--- src/rtl/sdwr_pkg.sv ---
package sdwr_pkg;

   // Pin code order is {ras_n, cas_n, we_n} with chip select low
   typedef enum logic [2:0] {
      CMD_ACT = 3'b011,
      CMD_WRT = 3'b100,
      CMD_PRE = 3'b010,
      CMD_BT  = 3'b110,
      CMD_NOP = 3'b111
   } sd_cmd_e;

   typedef enum logic [2:0] {
      S_IDLE,
      S_PRE,
      S_ACT,
      S_WRT,
      S_BT,
      S_BURST
   } seq_state_e;

endpackage

--- src/rtl/sdwr_gap_timer.sv ---
module sdwr_gap_timer #(
   parameter int TM_W = 4
) (
   input  logic            clk,
   input  logic            rst_n,
   input  logic            load,
   input  logic [TM_W-1:0] tval,
   output logic            expired
);

   logic [TM_W-1:0] cnt_q;

   if (TM_W < 1) begin : g_bad_width
      $error("sdwr_gap_timer: TM_W must be at least 1");
   end

   // Loading t-1 gives a spacing of max(t,1) between the two commands
   always_ff @(posedge clk or negedge rst_n) begin
      if (!rst_n) begin
         cnt_q <= '0;
      end else if (load) begin
         cnt_q <= (tval == '0) ? '0 : tval - 1'b1;
      end else if (cnt_q != '0) begin
         cnt_q <= cnt_q - 1'b1;
      end
   end

   assign expired = (cnt_q == '0);

   // an idle running count steps down by exactly one
   p_count_down_r9: assert property (@(posedge clk) disable iff (!rst_n)
      (!load && cnt_q != '0) |=> (cnt_q == $past(cnt_q) - 1'b1));

endmodule

--- src/rtl/sdwr_row_table.sv ---
module sdwr_row_table #(
   parameter int NUM_BANKS = 4,
   parameter int BA_W      = 2,
   parameter int ROW_W     = 13
) (
   input  logic             clk,
   input  logic             rst_n,
   input  logic             open_en,
   input  logic             close_en,
   input  logic [BA_W-1:0]  upd_bank,
   input  logic [ROW_W-1:0] upd_row,
   input  logic [BA_W-1:0]  q_bank,
   input  logic [ROW_W-1:0] q_row,
   output logic             q_open,
   output logic             q_hit
);

   logic [NUM_BANKS-1:0] vld;
   logic [ROW_W-1:0]     rows [NUM_BANKS];

   if (NUM_BANKS != (1 << BA_W)) begin : g_bad_banks
      $error("sdwr_row_table: NUM_BANKS must equal 2**BA_W");
   end

   for (genvar b = 0; b < NUM_BANKS; b++) begin : g_bank
      logic             v_q;
      logic [ROW_W-1:0] r_q;
      always_ff @(posedge clk or negedge rst_n) begin
         if (!rst_n) begin
            v_q <= 1'b0;
            r_q <= '0;
         end else if (open_en && upd_bank == BA_W'(b)) begin
            v_q <= 1'b1;
            r_q <= upd_row;
         end else if (close_en && upd_bank == BA_W'(b)) begin
            v_q <= 1'b0;
         end
      end
      assign vld[b]  = v_q;
      assign rows[b] = r_q;
   end

   assign q_open = vld[q_bank];
   assign q_hit  = vld[q_bank] && (rows[q_bank] == q_row);

   // a bank is never opened and closed in the same cycle
   p_open_close_excl_r7: assert property (@(posedge clk) disable iff (!rst_n)
      !(open_en && close_en));

endmodule

--- src/rtl/sdwr_beat_mux.sv ---
module sdwr_beat_mux #(
   parameter int DQ_W   = 32,
   parameter int NB     = 4,
   parameter int BL_MAX = 8,
   parameter int LEN_W  = 4
) (
   input  logic [BL_MAX*DQ_W-1:0] data,
   input  logic [BL_MAX*NB-1:0]   be,
   input  logic [LEN_W-1:0]       idx,
   input  logic [LEN_W-1:0]       len,
   input  logic                   active,
   input  logic                   half,
   output logic [DQ_W-1:0]        dq,
   output logic [NB-1:0]          dqm
);

   localparam int HB = NB / 2;

   logic [DQ_W-1:0] word;
   logic [NB-1:0]   bew;
   logic            real_beat;

   always_comb begin
      word = '0;
      bew  = '0;
      for (int k = 0; k < BL_MAX; k++) begin
         if (idx == LEN_W'(k)) begin
            word = data[k*DQ_W +: DQ_W];
            bew  = be[k*NB +: NB];
         end
      end
   end

   assign real_beat = active && (idx < len);

   for (genvar l = 0; l < NB; l++) begin : g_lane
      localparam bit UPPER = (l >= HB);
      logic lane_on;
      assign lane_on          = real_beat && !(half && UPPER);
      assign dq[l*8 +: 8]     = lane_on ? word[l*8 +: 8] : 8'h00;
      assign dqm[l]           = lane_on ? ~bew[l] : 1'b1;
   end

endmodule

--- src/rtl/sdram_wr_seq.sv ---
module sdram_wr_seq
   import sdwr_pkg::*;
#(
   parameter int NUM_BANKS = 4,
   parameter int ROW_W     = 13,
   parameter int COL_W     = 9,
   parameter int ADDR_W    = 13,
   parameter int DQ_W      = 32,
   parameter int BL_MAX    = 8,
   parameter int TM_W      = 4,
   localparam int BA_W     = $clog2(NUM_BANKS),
   localparam int NB       = DQ_W / 8,
   localparam int LEN_W    = $clog2(BL_MAX + 1)
) (
   input  logic                   clk,
   input  logic                   rst_n,
   input  logic                   mode16,
   input  logic [TM_W-1:0]        t_rcd,
   input  logic [TM_W-1:0]        t_rp,
   input  logic [TM_W-1:0]        t_wr,
   input  logic                   req_valid,
   output logic                   req_ready,
   input  logic [BA_W-1:0]        req_bank,
   input  logic [ROW_W-1:0]       req_row,
   input  logic [COL_W-1:0]       req_col,
   input  logic [LEN_W-1:0]       req_len,
   input  logic [BL_MAX*DQ_W-1:0] req_data,
   input  logic [BL_MAX*NB-1:0]   req_be,
   output logic                   sd_cs_n,
   output logic                   sd_ras_n,
   output logic                   sd_cas_n,
   output logic                   sd_we_n,
   output logic [BA_W-1:0]        sd_ba,
   output logic [ADDR_W-1:0]      sd_a,
   output logic [DQ_W-1:0]        sd_dq,
   output logic [NB-1:0]          sd_dqm
);

   localparam int HALF_BL = BL_MAX / 2;
   localparam int GAP_W   = TM_W + 1;

   if (NUM_BANKS < 2 || NUM_BANKS != (1 << BA_W)) begin : g_bad_banks
      $error("sdram_wr_seq: NUM_BANKS must be a power of two, at least 2");
   end
   if (ADDR_W < 11 || COL_W > 10 || ROW_W > ADDR_W) begin : g_bad_addr
      $error("sdram_wr_seq: address bit 10 must exist and lie above the column");
   end
   if (DQ_W % 16 != 0 || BL_MAX < 2 || BL_MAX % 2 != 0) begin : g_bad_data
      $error("sdram_wr_seq: DQ_W must be a multiple of 16, BL_MAX even");
   end

   seq_state_e               st_q, st_d, after_bt_q, after_bt_d;
   logic [BA_W-1:0]          bank_q;
   logic [ROW_W-1:0]         row_q;
   logic [COL_W-1:0]         col_q;
   logic [LEN_W-1:0]         len_q, idx_q, idx_d, beat_idx, bl_w, req_bl, len_eff;
   logic                     half_q, cs_n_q;
   logic [BL_MAX*DQ_W-1:0]   data_q;
   logic [BL_MAX*NB-1:0]     be_q;
   sd_cmd_e                  cmd;
   logic [BA_W-1:0]          ba_o;
   logic [ADDR_W-1:0]        a_o;
   logic                     beat_act, accept, mid_burst;
   logic                     tbl_open, tbl_hit;
   logic                     rcd_ok, rp_ok, wr_ok, wr_load;

   function automatic seq_state_e pick_path(input logic open, input logic hit);
      if (hit)       return S_WRT;
      else if (open) return S_PRE;
      else           return S_ACT;
   endfunction

   assign bl_w      = half_q ? LEN_W'(BL_MAX) : LEN_W'(HALF_BL);
   assign req_bl    = mode16 ? LEN_W'(BL_MAX) : LEN_W'(HALF_BL);
   assign len_eff   = (req_len == '0) ? LEN_W'(1) :
                      (req_len > req_bl) ? req_bl : req_len;
   assign req_ready = (st_q == S_IDLE) ||
                      (st_q == S_BURST && idx_q >= len_q - 1'b1);
   assign accept    = req_valid && req_ready;
   assign mid_burst = (idx_q < bl_w - 1'b1);

   sdwr_row_table #(
      .NUM_BANKS (NUM_BANKS),
      .BA_W      (BA_W),
      .ROW_W     (ROW_W)
   ) u_rows (
      .clk      (clk),
      .rst_n    (rst_n),
      .open_en  (cmd == CMD_ACT),
      .close_en (cmd == CMD_PRE),
      .upd_bank (bank_q),
      .upd_row  (row_q),
      .q_bank   (req_bank),
      .q_row    (req_row),
      .q_open   (tbl_open),
      .q_hit    (tbl_hit)
   );

   sdwr_gap_timer #(.TM_W(TM_W)) u_rcd (
      .clk(clk), .rst_n(rst_n), .load(cmd == CMD_ACT), .tval(t_rcd), .expired(rcd_ok));
   sdwr_gap_timer #(.TM_W(TM_W)) u_rp (
      .clk(clk), .rst_n(rst_n), .load(cmd == CMD_PRE), .tval(t_rp), .expired(rp_ok));
   sdwr_gap_timer #(.TM_W(TM_W)) u_wr (
      .clk(clk), .rst_n(rst_n), .load(wr_load), .tval(t_wr), .expired(wr_ok));

   always_comb begin
      cmd        = CMD_NOP;
      ba_o       = '0;
      a_o        = '0;
      beat_act   = 1'b0;
      beat_idx   = idx_q;
      st_d       = st_q;
      idx_d      = idx_q;
      after_bt_d = after_bt_q;
      case (st_q)
         S_IDLE: begin
            if (accept) st_d = pick_path(tbl_open, tbl_hit);
         end
         S_PRE: begin
            if (wr_ok) begin
               cmd  = CMD_PRE;
               ba_o = bank_q;
               st_d = S_ACT;
            end
         end
         S_ACT: begin
            if (rp_ok) begin
               cmd  = CMD_ACT;
               ba_o = bank_q;
               a_o  = ADDR_W'(row_q);
               st_d = S_WRT;
            end
         end
         S_WRT: begin
            if (rcd_ok) begin
               cmd      = CMD_WRT;
               ba_o     = bank_q;
               a_o      = ADDR_W'(col_q);
               a_o[10]  = 1'b0;
               beat_act = 1'b1;
               beat_idx = '0;
               st_d     = S_BURST;
               idx_d    = LEN_W'(1);
            end
         end
         S_BT: begin
            cmd  = CMD_BT;
            st_d = after_bt_q;
         end
         S_BURST: begin
            beat_act = 1'b1;
            if (accept) begin
               if (mid_burst && req_bank != bank_q) begin
                  st_d       = S_BT;
                  after_bt_d = pick_path(tbl_open, tbl_hit);
               end else begin
                  st_d = pick_path(tbl_open, tbl_hit);
               end
            end else if (!mid_burst) begin
               st_d = S_IDLE;
            end else begin
               idx_d = idx_q + 1'b1;
            end
         end
         default: st_d = S_IDLE;
      endcase
   end

   assign wr_load = beat_act && (beat_idx == len_q - 1'b1);

   always_ff @(posedge clk or negedge rst_n) begin
      if (!rst_n) begin
         st_q       <= S_IDLE;
         after_bt_q <= S_IDLE;
         idx_q      <= '0;
         cs_n_q     <= 1'b1;
         bank_q     <= '0;
         row_q      <= '0;
         col_q      <= '0;
         len_q      <= LEN_W'(1);
         half_q     <= 1'b0;
         data_q     <= '0;
         be_q       <= '0;
      end else begin
         st_q       <= st_d;
         after_bt_q <= after_bt_d;
         idx_q      <= idx_d;
         cs_n_q     <= 1'b0;
         if (accept) begin
            bank_q <= req_bank;
            row_q  <= req_row;
            col_q  <= req_col;
            len_q  <= len_eff;
            half_q <= mode16;
            data_q <= req_data;
            be_q   <= req_be;
         end
      end
   end

   sdwr_beat_mux #(
      .DQ_W   (DQ_W),
      .NB     (NB),
      .BL_MAX (BL_MAX),
      .LEN_W  (LEN_W)
   ) u_beat (
      .data   (data_q),
      .be     (be_q),
      .idx    (beat_idx),
      .len    (len_q),
      .active (beat_act),
      .half   (half_q),
      .dq     (sd_dq),
      .dqm    (sd_dqm)
   );

   assign sd_cs_n = cs_n_q;
   assign {sd_ras_n, sd_cas_n, sd_we_n} = cmd;
   assign sd_ba = ba_o;
   assign sd_a  = a_o;

   // Cycle distances since the last activate, precharge and final data word
   logic [GAP_W-1:0] since_act_q, since_pre_q, since_dat_q;
   logic [GAP_W-1:0] min_rcd, min_rp, min_wr;

   always_ff @(posedge clk or negedge rst_n) begin
      if (!rst_n) begin
         since_act_q <= '1;
         since_pre_q <= '1;
         since_dat_q <= '1;
      end else begin
         since_act_q <= (cmd == CMD_ACT) ? GAP_W'(1) :
                        (since_act_q == '1) ? since_act_q : since_act_q + 1'b1;
         since_pre_q <= (cmd == CMD_PRE) ? GAP_W'(1) :
                        (since_pre_q == '1) ? since_pre_q : since_pre_q + 1'b1;
         since_dat_q <= wr_load ? GAP_W'(1) :
                        (since_dat_q == '1) ? since_dat_q : since_dat_q + 1'b1;
      end
   end

   assign min_rcd = (t_rcd == '0) ? GAP_W'(1) : GAP_W'(t_rcd);
   assign min_rp  = (t_rp  == '0) ? GAP_W'(1) : GAP_W'(t_rp);
   assign min_wr  = (t_wr  == '0) ? GAP_W'(1) : GAP_W'(t_wr);

   p_rcd_gap_r9: assert property (@(posedge clk) disable iff (!rst_n)
      (cmd == CMD_WRT) |-> (since_act_q >= min_rcd));

   p_rp_gap_r9: assert property (@(posedge clk) disable iff (!rst_n)
      (cmd == CMD_ACT) |-> (since_pre_q >= min_rp));

   p_wr_gap_r9: assert property (@(posedge clk) disable iff (!rst_n)
      (cmd == CMD_PRE) |-> (since_dat_q >= min_wr));

   // burst-terminate only ever follows a burst beat
   p_bt_after_beat_r8: assert property (@(posedge clk) disable iff (!rst_n)
      (cmd == CMD_BT) |-> ($past(st_q) == S_BURST));

   // the beat counter never reaches the burst length
   p_beat_bound_r4: assert property (@(posedge clk) disable iff (!rst_n)
      (st_q == S_BURST) |-> (idx_q < bl_w));

endmodule

--- config.mk ---
export PLATFORM = sky130hd
export DESIGN_NAME = sdram_wr_seq
export DESIGN_NICKNAME = d
export VERILOG_FILES = /design/src/rtl/sdwr_pkg.sv /design/src/rtl/sdwr_gap_timer.sv /design/src/rtl/sdwr_row_table.sv /design/src/rtl/sdwr_beat_mux.sv /design/src/rtl/sdram_wr_seq.sv
export SDC_FILE = /design/constraint.sdc
export NUM_CORES = 1
export LEC_CHECK = 0
export ABC_AREA = 0
export ABC_CLOCK_PERIOD_IN_PS = 4100
export BUFFER_PORTS_ARGS = -buffer_cell sky130_fd_sc_hd__buf_4
export CAP_MARGIN = 20
export CORE_MARGIN = 2
export CORE_UTILIZATION = 55
export DETAILED_ROUTE_END_ITERATION = 8
export GPL_TIMING_DRIVEN = 0
export PLACE_DENSITY = 0.83
export SYNTH_ARGS = -nofsm -noshare
export SYNTH_HDL_FRONTEND = slang
export SYNTH_SLANG_ARGS = --single-unit
export TNS_END_PERCENT = 5
--- constraint.sdc ---
create_clock -name clk -period 4.1 [get_ports clk]
set_input_delay 0.41 -clock clk [delete_from_list [all_inputs] [get_ports clk]]
set_output_delay 0.41 -clock clk [all_outputs]
set_load 0.01 [all_outputs]
# Yosys cells after proc, flatten, opt, wreduce, memory -nomap -nowiden
# Index checks and enable logic that the tools add are counted.
dict set report totals {
  register_bits 396
  out_inout_bits 56
  wordCells 189
}
dict set report op_classes {
  add_sub_neg 9
  n_lt_le_gt_ge 6
  eq_ne 27
  mux 79
  n_bitwise 5
  n_reduce_logical 41
}
# cell count
set ops {}
lappend ops {{two-way mux 32 bit} 8}
lappend ops {{two-way mux 4 bit} 26}
lappend ops {{two-way mux 13 bit} 3}
lappend ops {{logical NOT 4 bit} 8}
lappend ops {{two-way mux 8 bit} 4}
lappend ops {{subtractor 4 x 1 -> 4 bit, second input constant} 8}
lappend ops {{two-way mux 3 bit} 9}
lappend ops {{binary-select mux 13 bit (select 2 bit)} 1}
lappend ops {{one-hot mux 13 bit (2 select lines)} 1}
lappend ops {{one-hot mux 3 bit (6 select lines)} 1}
lappend ops {{== test 4 x 3 -> 1 bit, second input constant} 4}
lappend ops {{nonzero test 2 bit} 8}
lappend ops {{logical AND 1 bit} 15}
lappend ops {{two-way mux 1 bit} 14}
lappend ops {{== test 13 bit} 1}
lappend ops {{== test 3 x 2 -> 1 bit, second input constant} 4}
lappend ops {{two-way mux 2 bit} 6}
lappend ops {{one-hot mux 3 bit (4 select lines)} 1}
lappend ops {{nonzero test 4 bit} 3}
lappend ops {{inequality test 2 bit, second input constant} 5}
lappend ops {{two-way mux 9 bit} 1}
lappend ops {{== test 4 x 2 -> 1 bit, second input constant} 2}
lappend ops {{< comparator 4 bit} 2}
lappend ops {{one-hot mux 4 bit (2 select lines)} 1}
lappend ops {{other kinds (26)} 31}

# Logic depth before layout (Yosys ltp)
# Gate-level depths: netlist of run 1.
dict set report logic_depth {
  word_depth 14
  ltp_mapped 18
  ltp_nobuf 13
}

# By module
# Synthesis of run 1 repeated with hierarchy kept, for this count alone.
dict set report hier_totals {
  cells_unflattened 1506
  area_unflattened_um2 19807.7
}
# mod instances cells_per_inst area_per_inst_um2 seq_area_each_um2
set modules_own_cells {}
lappend modules_own_cells {sdram_wr_seq 1 827 13479.2 8185.4}
lappend modules_own_cells {sdwr_beat_mux 1 418 2802.7 0.0}
lappend modules_own_cells {sdwr_row_table 1 168 2655.0 1401.3}
lappend modules_own_cells {sdwr_gap_timer 3 31 290.3 100.1}

# Worst setup path before layout of run 1
# No wires, ideal clock.
dict set report synth_timing {
  path_type {reg-to-output}
  startpoint {register u_rcd.cnt_q[0]}
  endpoint {output sd_dq[17]}
  arrival_time_ps 3455
  t_required_ps 3690
  slack_ps 235
  path_stages_with_launch 19
  path_cell_list {dfrtp_1 > inv_1 > ha_1 > nor3b_4 > and2_1 > buf_6 > inv_4 > clkbuf_1 > clkbuf_1 > nand2_1 > ha_1 > nor2b_1 > o21ai_0 > nand2b_1 > a221o_1 > or3_1 > clkbuf_2 > buf_6 > o2bb2ai_1}
}
dict set report synth_via {
  elab_chain_cells 13
  elab_cells_between_ends 25
  classes_between {order compare (1); eq/ne (7); mux (13); reduce/logical (4)}
}
# element line_no
set synth_lines {}
lappend synth_lines {{from (decl)} sdwr_gap_timer.sv:11} ;# logic [TM_W-1:0] cnt_q;
lappend synth_lines {{from (signal assigned)} sdwr_gap_timer.sv:22} ;# cnt_q <= (tval == '0) ? '0 : tval - 1'b1;
lappend synth_lines {{from (signal assigned)} sdwr_gap_timer.sv:24} ;# cnt_q <= cnt_q - 1'b1;
lappend synth_lines {{logical NOT 4 bit *} sdwr_gap_timer.sv:28} ;# assign expired = (cnt_q == '0);
lappend synth_lines {{two-way mux 4 bit} sdram_wr_seq.sv:135} ;# if (rcd_ok) begin
lappend synth_lines {{two-way mux 4 bit} sdram_wr_seq.sv:115} ;# case (st_q)
lappend synth_lines {{logical NOT 4 bit} sdwr_beat_mux.sv:27} ;# if (idx == LEN_W'(k)) begin
lappend synth_lines {{two-way mux 32 bit (8 in series)} sdwr_beat_mux.sv:27}
lappend synth_lines {{two-way mux 8 bit *} sdwr_beat_mux.sv:40} ;# assign dq[l*8 +: 8] = lane_on ? word[l*8 +: 8] : 8'h00;
lappend synth_lines {{to (decl)} sdram_wr_seq.sv:35} ;# output logic [DQ_W-1:0] sd_dq,
# Mark *: on every way between the ends. The rest lies on a longest branch, timed or not.

# Final worst setup path of run 1
dict set report layout_timing {
  startpoint {register idx_q[2]}
  endpoint {output sd_dq[19]}
}
dict set report layout_via {
  elab_chain_cells 12
  elab_cells_between_ends 22
  classes_between {order compare (1); eq/ne (7); mux (11); reduce/logical (3)}
}
# element line_no
set layout_lines {}
lappend layout_lines {{from (decl)} sdram_wr_seq.sv:56} ;# logic [LEN_W-1:0] len_q, idx_q, idx_d, beat_idx, bl_w, req_bl, len_eff;
lappend layout_lines {{from (signal assigned)} sdram_wr_seq.sv:187} ;# idx_q <= idx_d;
lappend layout_lines {{two-way mux 4 bit} sdram_wr_seq.sv:135}
lappend layout_lines {{two-way mux 4 bit *} sdram_wr_seq.sv:115}
lappend layout_lines {{logical NOT 4 bit} sdwr_beat_mux.sv:27}
lappend layout_lines {{two-way mux 32 bit (8 in series)} sdwr_beat_mux.sv:27}
lappend layout_lines {{two-way mux 8 bit *} sdwr_beat_mux.sv:40}
# Marked as above.

==> run metrics, run 1 <==
outcome finished with violations; failing checks negative setup slack; Post-synth EDFFs 0; Worst-Margin Slew 1.07 ns; Seq/Total Area, Yosys 52.6%; Detailed Route Iter0 Violations 1340; Vias/cell 6.18; Top FF cell, synth dfrtp_1; P_leak 10.8 nW; CTS tree built; DIE WIDTH 189 um; Max Cap Viol 0; # DRC 0; final antenna-violating net count 0; share of layout cells above drive strength 1 46.1%; synthesized instance count 1560; RSZ-0062 raised after global routing yes; Fin Setup TNS -2.29 ns; highest metal used met5; hold path cells 2; core area 33600 um^2; Metal-1 WL 22900 um; Worst-path clk slew 0.07 ns; skew final 0.0181 ns; DP Worst Slack -0.783 ns; routed wire length on met3 5700 um; crit share post-route 105%; WP data arrival 3.90 ns; CTS buffer count 44; Final Hold Viols 0; via count 15.5k; worst setup margin -0.213 ns; # IOs 388; final setup violation count 20; TritonRoute pass-1 iters 7; Layout Cells excl Fill 2504; met2 WL 29300 um; crit path launch type register; post-synthesis net count 1910; total power 18.4 mW; Distinct cells, synth 67; final wirelength 61900 um; power density cells 756 nW/um^2; H-tree levels 2; CP Class register to primary output; Area after DPL 22300 um^2; Slew Viols, Final 0; VDD IR max 0.437 mV; RD Place Congestion 0.933; antenna violations before repair 17; largest net degree at the start of global routing 127; gr ovfl total 0; Port Buffers 385; Die Span Y 189 um; clk root buf clkbuf_16; GRT Overall Usage 33.9%; final instance area 24400 um^2; layout net count 2357; CTS max path bufs 3; global-route wire length before repair 91500 um; filler instances 2245; Final HPWL DP 45500 um; Slew HR 28.0%; worst path required time 3.69 ns; # placed instances 2397; worst r2r path cells 11; flops & latches, synth 395; initial core utilization 55.9%; Cell Area, Synth 18800 um^2; Syn Area/Cell 12.1 um^2; Sink Count 395; share of flip-flops with an asynchronous set or reset 100%; Clock Latency Late Sink 0.55 ns; HP Class primary input to register; Yosys warning count 0; area grow syn2layout 29.6%; vias in the first global route 15.9k; die area 35700 um^2; Worst setup EP type primary output; FMAX 232 MHz; crit path max fanout 10; fin crit period 4.31 ns; WL/cell 24.7 um; Site Rows 67
==> logic make-up (layout without fill, tap and decap cells) <==
| group | count (synthesis) | after routing | synth area share (%) |
|---|---|---|---|
| AOI/OAI and AO/OA | 359 | 359 | 12.2 |
| xor gates and xnor gates | 28 | 28 | 1.30 |
| adders and majority gates | 18 | 18 | 1.20 |
| buffers and inverters | 133 | 613 | 2.80 |
| DFF | 395 | 395 | 52.6 |
| muxes | 389 | 389 | 24.0 |
| other | 1 | 17 | 0.0199 |
| and+or+nand+nor | 237 | 237 | 5.93 |
==> path summary, 6_finish.rpt <==
path                                    startpoint                        to  slack (ns)
setup / recovery                          idx_q[2]                 sd_dq[19]       -0.21
hold / removal                          req_be[31]                  be_q[31]        0.09
setup reg to reg                          idx_q[0]                 data_q[2]        0.09
hold reg to reg            u_rows.g_bank[2].r_q[5]   u_rows.g_bank[2].r_q[5]        0.50
max in group asynchronous                    rst_n               data_q[238]        2.32
min in group asynchronous                    rst_n  u_rows.g_bank[2].r_q[10]        0.47
==> area by class of cell <==
cell class	count	area, um^2	area share (%)
Clock inverter	18	196	0.806
Sequential cell	395	9890	40.6
Inverter	23	93.8	0.385
Clock buffer	61	1250	5.11
Buffer	107	536	2.20
Multi-Input combinational cell	1032	8660	35.5
Antenna cell	16	40.0	0.164
Timing Repair Buffer	404	3150	12.9
Tap cell	448	561	2.30
==> flip-flops by register name, indices dropped and copies added (netlist names) <==
register	count
data_q	256
u_rows.g_bank.r_q	52
be_q	32
row_q	13
col_q	9
idx_q	4
len_q	4
u_rcd.cnt_q	4
u_rows.g_bank.v_q	4
u_rp.cnt_q	4
u_wr.cnt_q	4
st_q	3
after_bt_q	2
bank_q	2
half_q	1
sd_cs_n	1
==> through the flow <==
step	util [%]	hold slack, ns
floorplan	-	0.114
global placement	66.2	0.481
detailed placement	66.5	0.478
CTS	72.3	0.0805
global route	72.5	0.0828
finish	72.5	0.0881
==> Yosys cell counts (3+ instances only) <==
| cell | count | share of area [%] |
|---|---|---|
| nor3_1 | 15 | 0.40 |
| nor4_1 | 7 | 0.23 |
| o31ai_1 | 5 | 0.20 |
| mux2_2 | 368 | 22 |
| o21ai_0 | 106 | 2.8 |
| a211oi_1 | 7 | 0.28 |
| a21o_1 | 5 | 0.20 |
| a31o_2 | 3 | 0.14 |
| ha_1 | 18 | 1.2 |
| mux2i_1 | 9 | 0.48 |
| nor3_2 | 3 | 0.16 |
| a22oi_1 | 51 | 2.0 |
| a22o_1 | 10 | 0.47 |
| a21boi_0 | 16 | 0.64 |
| o22ai_1 | 8 | 0.27 |
| or3_1 | 9 | 0.30 |
| nor2b_1 | 3 | 0.10 |
| nand2_1 | 112 | 2.2 |
| nand4_1 | 3 | 0.10 |
| a222oi_1 | 3 | 0.16 |
| o211ai_1 | 3 | 0.12 |
| nand2b_1 | 10 | 0.33 |
| buf_2 | 4 | 0.11 |
| mux4_2 | 12 | 1.4 |
| buf_1 | 5 | 0.10 |
| dfrtp_1 | 393 | 52 |
| o2bb2ai_1 | 13 | 0.61 |
| and2_1 | 11 | 0.37 |
| xnor2_1 | 21 | 0.98 |
| inv_1 | 20 | 0.40 |
| nand3_1 | 8 | 0.21 |
| nor2_1 | 41 | 0.82 |
| xor2_1 | 7 | 0.33 |
| a21oi_1 | 78 | 2.1 |
| a221oi_1 | 17 | 0.79 |
| a31oi_1 | 18 | 0.60 |
| clkbuf_1 | 97 | 1.9 |
==> what timing repair did <==
item                                    4_1_cts  5_1_grt
gates resized for setup                      84       33
pin swaps                                    16        1
cloned                                        1        0
setup buffers                                12        0
endpoints found under the setup margin      171      308
hold buffers                                  1        0
endpoints found under the hold margin        90        0
==> report_power, final <==
group	switching [mW]	total [mW]	internal [mW]	leakage, nW
clock network	1.63	3.96	2.33	0.710
registers	1.24	7.08	5.84	4.76
logic	3.83	7.39	3.57	5.35
total	6.70	18.4	11.7	10.8
==> placed cells by master (no fill, tap or decap), types with 9 or more instances in the layout <==
cell type  instances
xnor2_1           21
a21oi_1           77
clkinv_2           9
clkbuf_16         47
and2_1            10
nor2_1            41
mux2_2           368
dfrtp_1          393
a221oi_1          17
clkbuf_1          72
a22o_1            10
a31oi_1           15
clkbuf_2          29
nand2_1          111
mux4_2            12
mux2i_1            9
a22oi_1           51
nor3_1            12
a21boi_0          16
inv_1             18
buf_4            391
ha_1              15
o21ai_0          105
diode_2           16
nand2b_1           9
==> critical path, stage by stage (launching register included) <==
cell and delay [ns]:
dfrtp_1 0.40, buf_2 0.23, clkinv_1 0.33, nor3_2 0.77, clkbuf_1 0.67, a22oi_1 0.13, o21ai_0 0.34, a21oi_1 0.16
o2bb2ai_2 0.18, buf_4 0.14
==> layer usage <==
layer  up-vias  track usage, %
li1       6634               -
met1      7741            42.0
met2       866            54.8
met3       229            8.06
met4         4            19.2
met5         -               0
Note: power is estimated with default switching activity, not from simulation.
==> run 2: changes to the inputs <==
--- a/config.mk
+++ b/config.mk
@@ -13,7 +13,8 @@
 export CORE_UTILIZATION = 55
 export DETAILED_ROUTE_END_ITERATION = 8
 export GPL_TIMING_DRIVEN = 0
-export PLACE_DENSITY = 0.83
+export PLACE_DENSITY = 0.8
+export SLEW_MARGIN = 10
 export SYNTH_ARGS = -nofsm -noshare
 export SYNTH_HDL_FRONTEND = slang
 export SYNTH_SLANG_ARGS = --single-unit
==> run 2 against run 1 <==
Effect of this change: the flow still finishes with violations (negative setup slack); sequential power about the same; via count down 0.66%; utilization down 0.10 points; worst hold slack better by 0.0025 ns; power down 0.66%; worst setup slack better by 0.075 ns; first-iteration DRC count up 0.75%; critical path depth unchanged; fmax up 1.8%; register-to-register slack better by 0.07 ns; combinational power about the same; final area down 0.14%; critical endpoint is now sd_dqm[3].
==> run metrics, run 2 (synthesis results as in run 1) <==
largest net degree at the start of global routing 113; fin util 72.4%; crit path max fanout 10; area grow syn2layout 29.5%; highest-delay cell along the critical path clkbuf_1; via count 15.4k; largest reg by FF count data_q; HP Class primary input to register; Final HPWL DP 45000 um; H-tree levels 2; # DRC 0; Max Cap Viol 0; CTS buffer count 42; Final Hold Viols 0; vias in the first global route 15.7k; Detailed Route Iter0 Violations 1350; outcome finished with violations; power density cells 752 nW/um^2; FMAX 236 MHz; Sink Count 395; layout net count 2358; filler instances 2275; Vias/cell 6.14; cell family with most CP delay buffers and inverters; Worst-path clk slew 0.06 ns; worst r2r path cells 11; failing checks negative setup slack; Worst path depth 9; VDD IR max 0.540 mV; crit share post-route 103%; Port Buffers 385; clk root buf clkbuf_16; commonest cells after routing, fill and taps aside 394 x buf_4, 392 x dfrtp_1, 368 x mux2_2; worst path required time 3.69 ns; Largest regs data_q: 256 flops, u_rows.g_bank.r_q: 52 flops, be_q: 32 flops; GRT Overall Usage 33.6%; RSZ-0062 raised after global routing yes; P_leak 10.8 nW; CP Cell Sequence clkbuf_1, clkbuf_1, and2_4, ha_4, a221o_1, or3_4, buf_6, a2bb2oi_1, buf_4; Worst setup EP type primary output; # IOs 388; Clock Latency Late Sink 0.55 ns; global-route wire length before repair 91000 um; Slew Viols, Final 0; final instance area 24300 um^2; hold path cells 2; die area 35700 um^2; crit path launch type register; Worst-Margin Slew 1.05 ns; TritonRoute pass-1 iters 9; most common cell after layout, fill and taps aside buf_4; share of layout cells above drive strength 1 46.0%; WL/cell 24.4 um; most used cell, CP clkbuf_1; Slew HR 30.0%; max FFs per register 256; CTS max path bufs 3; Area after DPL 22300 um^2; antenna violations before repair 16; Max stage delay on crit path 0.56 ns; worst setup margin -0.138 ns; Die Span Y 189 um; final antenna-violating net count 0; core area 33600 um^2; skew final 0.0204 ns; final setup violation count 18; CTS tree built; CP Class register to primary output; initial core utilization 55.9%; fin crit period 4.24 ns; DIE WIDTH 189 um; final wirelength 61200 um; RD Place Congestion 0.933; gr ovfl total 0; Site Rows 67; WP data arrival 3.83 ns; worst path bufs/invs 4
-- run 2: timing repair --
| action | 4_1_cts | 5_1_grt |
|---|---|---|
| gates resized for setup | 79 | 42 |
| buffers inserted | 10 | 5 |
| hold buffers | 1 | 0 |
| cloned | 1 | 0 |
| endpoints found under the setup margin | 156 | 357 |
| pin swaps | 7 | 12 |
| endpoints found under the hold margin | 72 | 0 |
-- run 2: metrics by stage --
step                      setup TNS [ns]  power (mW)  setup WS (ns)  hold WS [ns]  instances
after floorplan                        0        11.6          0.235         0.114       1560
after global placement           -461.83        13.6          -1.16         0.481       2393
after detailed placement          -22.83        14.0         -0.776         0.487       2397
after CTS                          -3.44        18.1         -0.219        0.0803       2481
after global routing               -3.29        19.2         -0.195        0.0830       2500
final                              -1.55        18.3         -0.138        0.0906       2504
-- run 2: routing by layer --
| layer | GRT usage, % | up-vias | share of wire, % |
|---|---|---|---|
| met4 | 16.8 | 2 | 5.5 |
| met2 | 55.0 | 832 | 48 |
| met3 | 7.12 | 194 | 8.6 |
| met1 | 42.6 | 7709 | 38 |
| li1 | - | 6635 | - |
| met5 | 0 | - | 0.028 |
-- run 2: worst paths after layout --
check / start / to / slack (ns)
setup / recovery: idx_q[3] / sd_dqm[3] / -0.14
hold / removal: req_col[7] / col_q[7] / 0.09
setup reg to reg: idx_q[0] / data_q[143] / 0.16
hold reg to reg: u_rows.g_bank[2].r_q[4] / u_rows.g_bank[2].r_q[4] / 0.50
max in group asynchronous: rst_n / data_q[210] / 2.23
min in group asynchronous: rst_n / u_rows.g_bank[1].r_q[10] / 0.51
-- run 2: report_power, final --
group | switching [mW] | internal, mW | total, mW
registers | 1.22 | 5.84 | 7.06
clock network | 1.57 | 2.28 | 3.86
logic | 3.80 | 3.58 | 7.39
-- run 2: area by class of cell --
type	count	area [um^2]	area share, %
diodes	18	45.0	0.185
plain buffers	105	480	1.97
clock buffers	63	1240	5.10
clock inverters	11	149	0.612
inverters	23	93.8	0.386
multi-input cells	1032	8690	35.7
flip-flops and latches	395	9890	40.6
well taps	448	561	2.30
repair buffers	409	3190	13.1
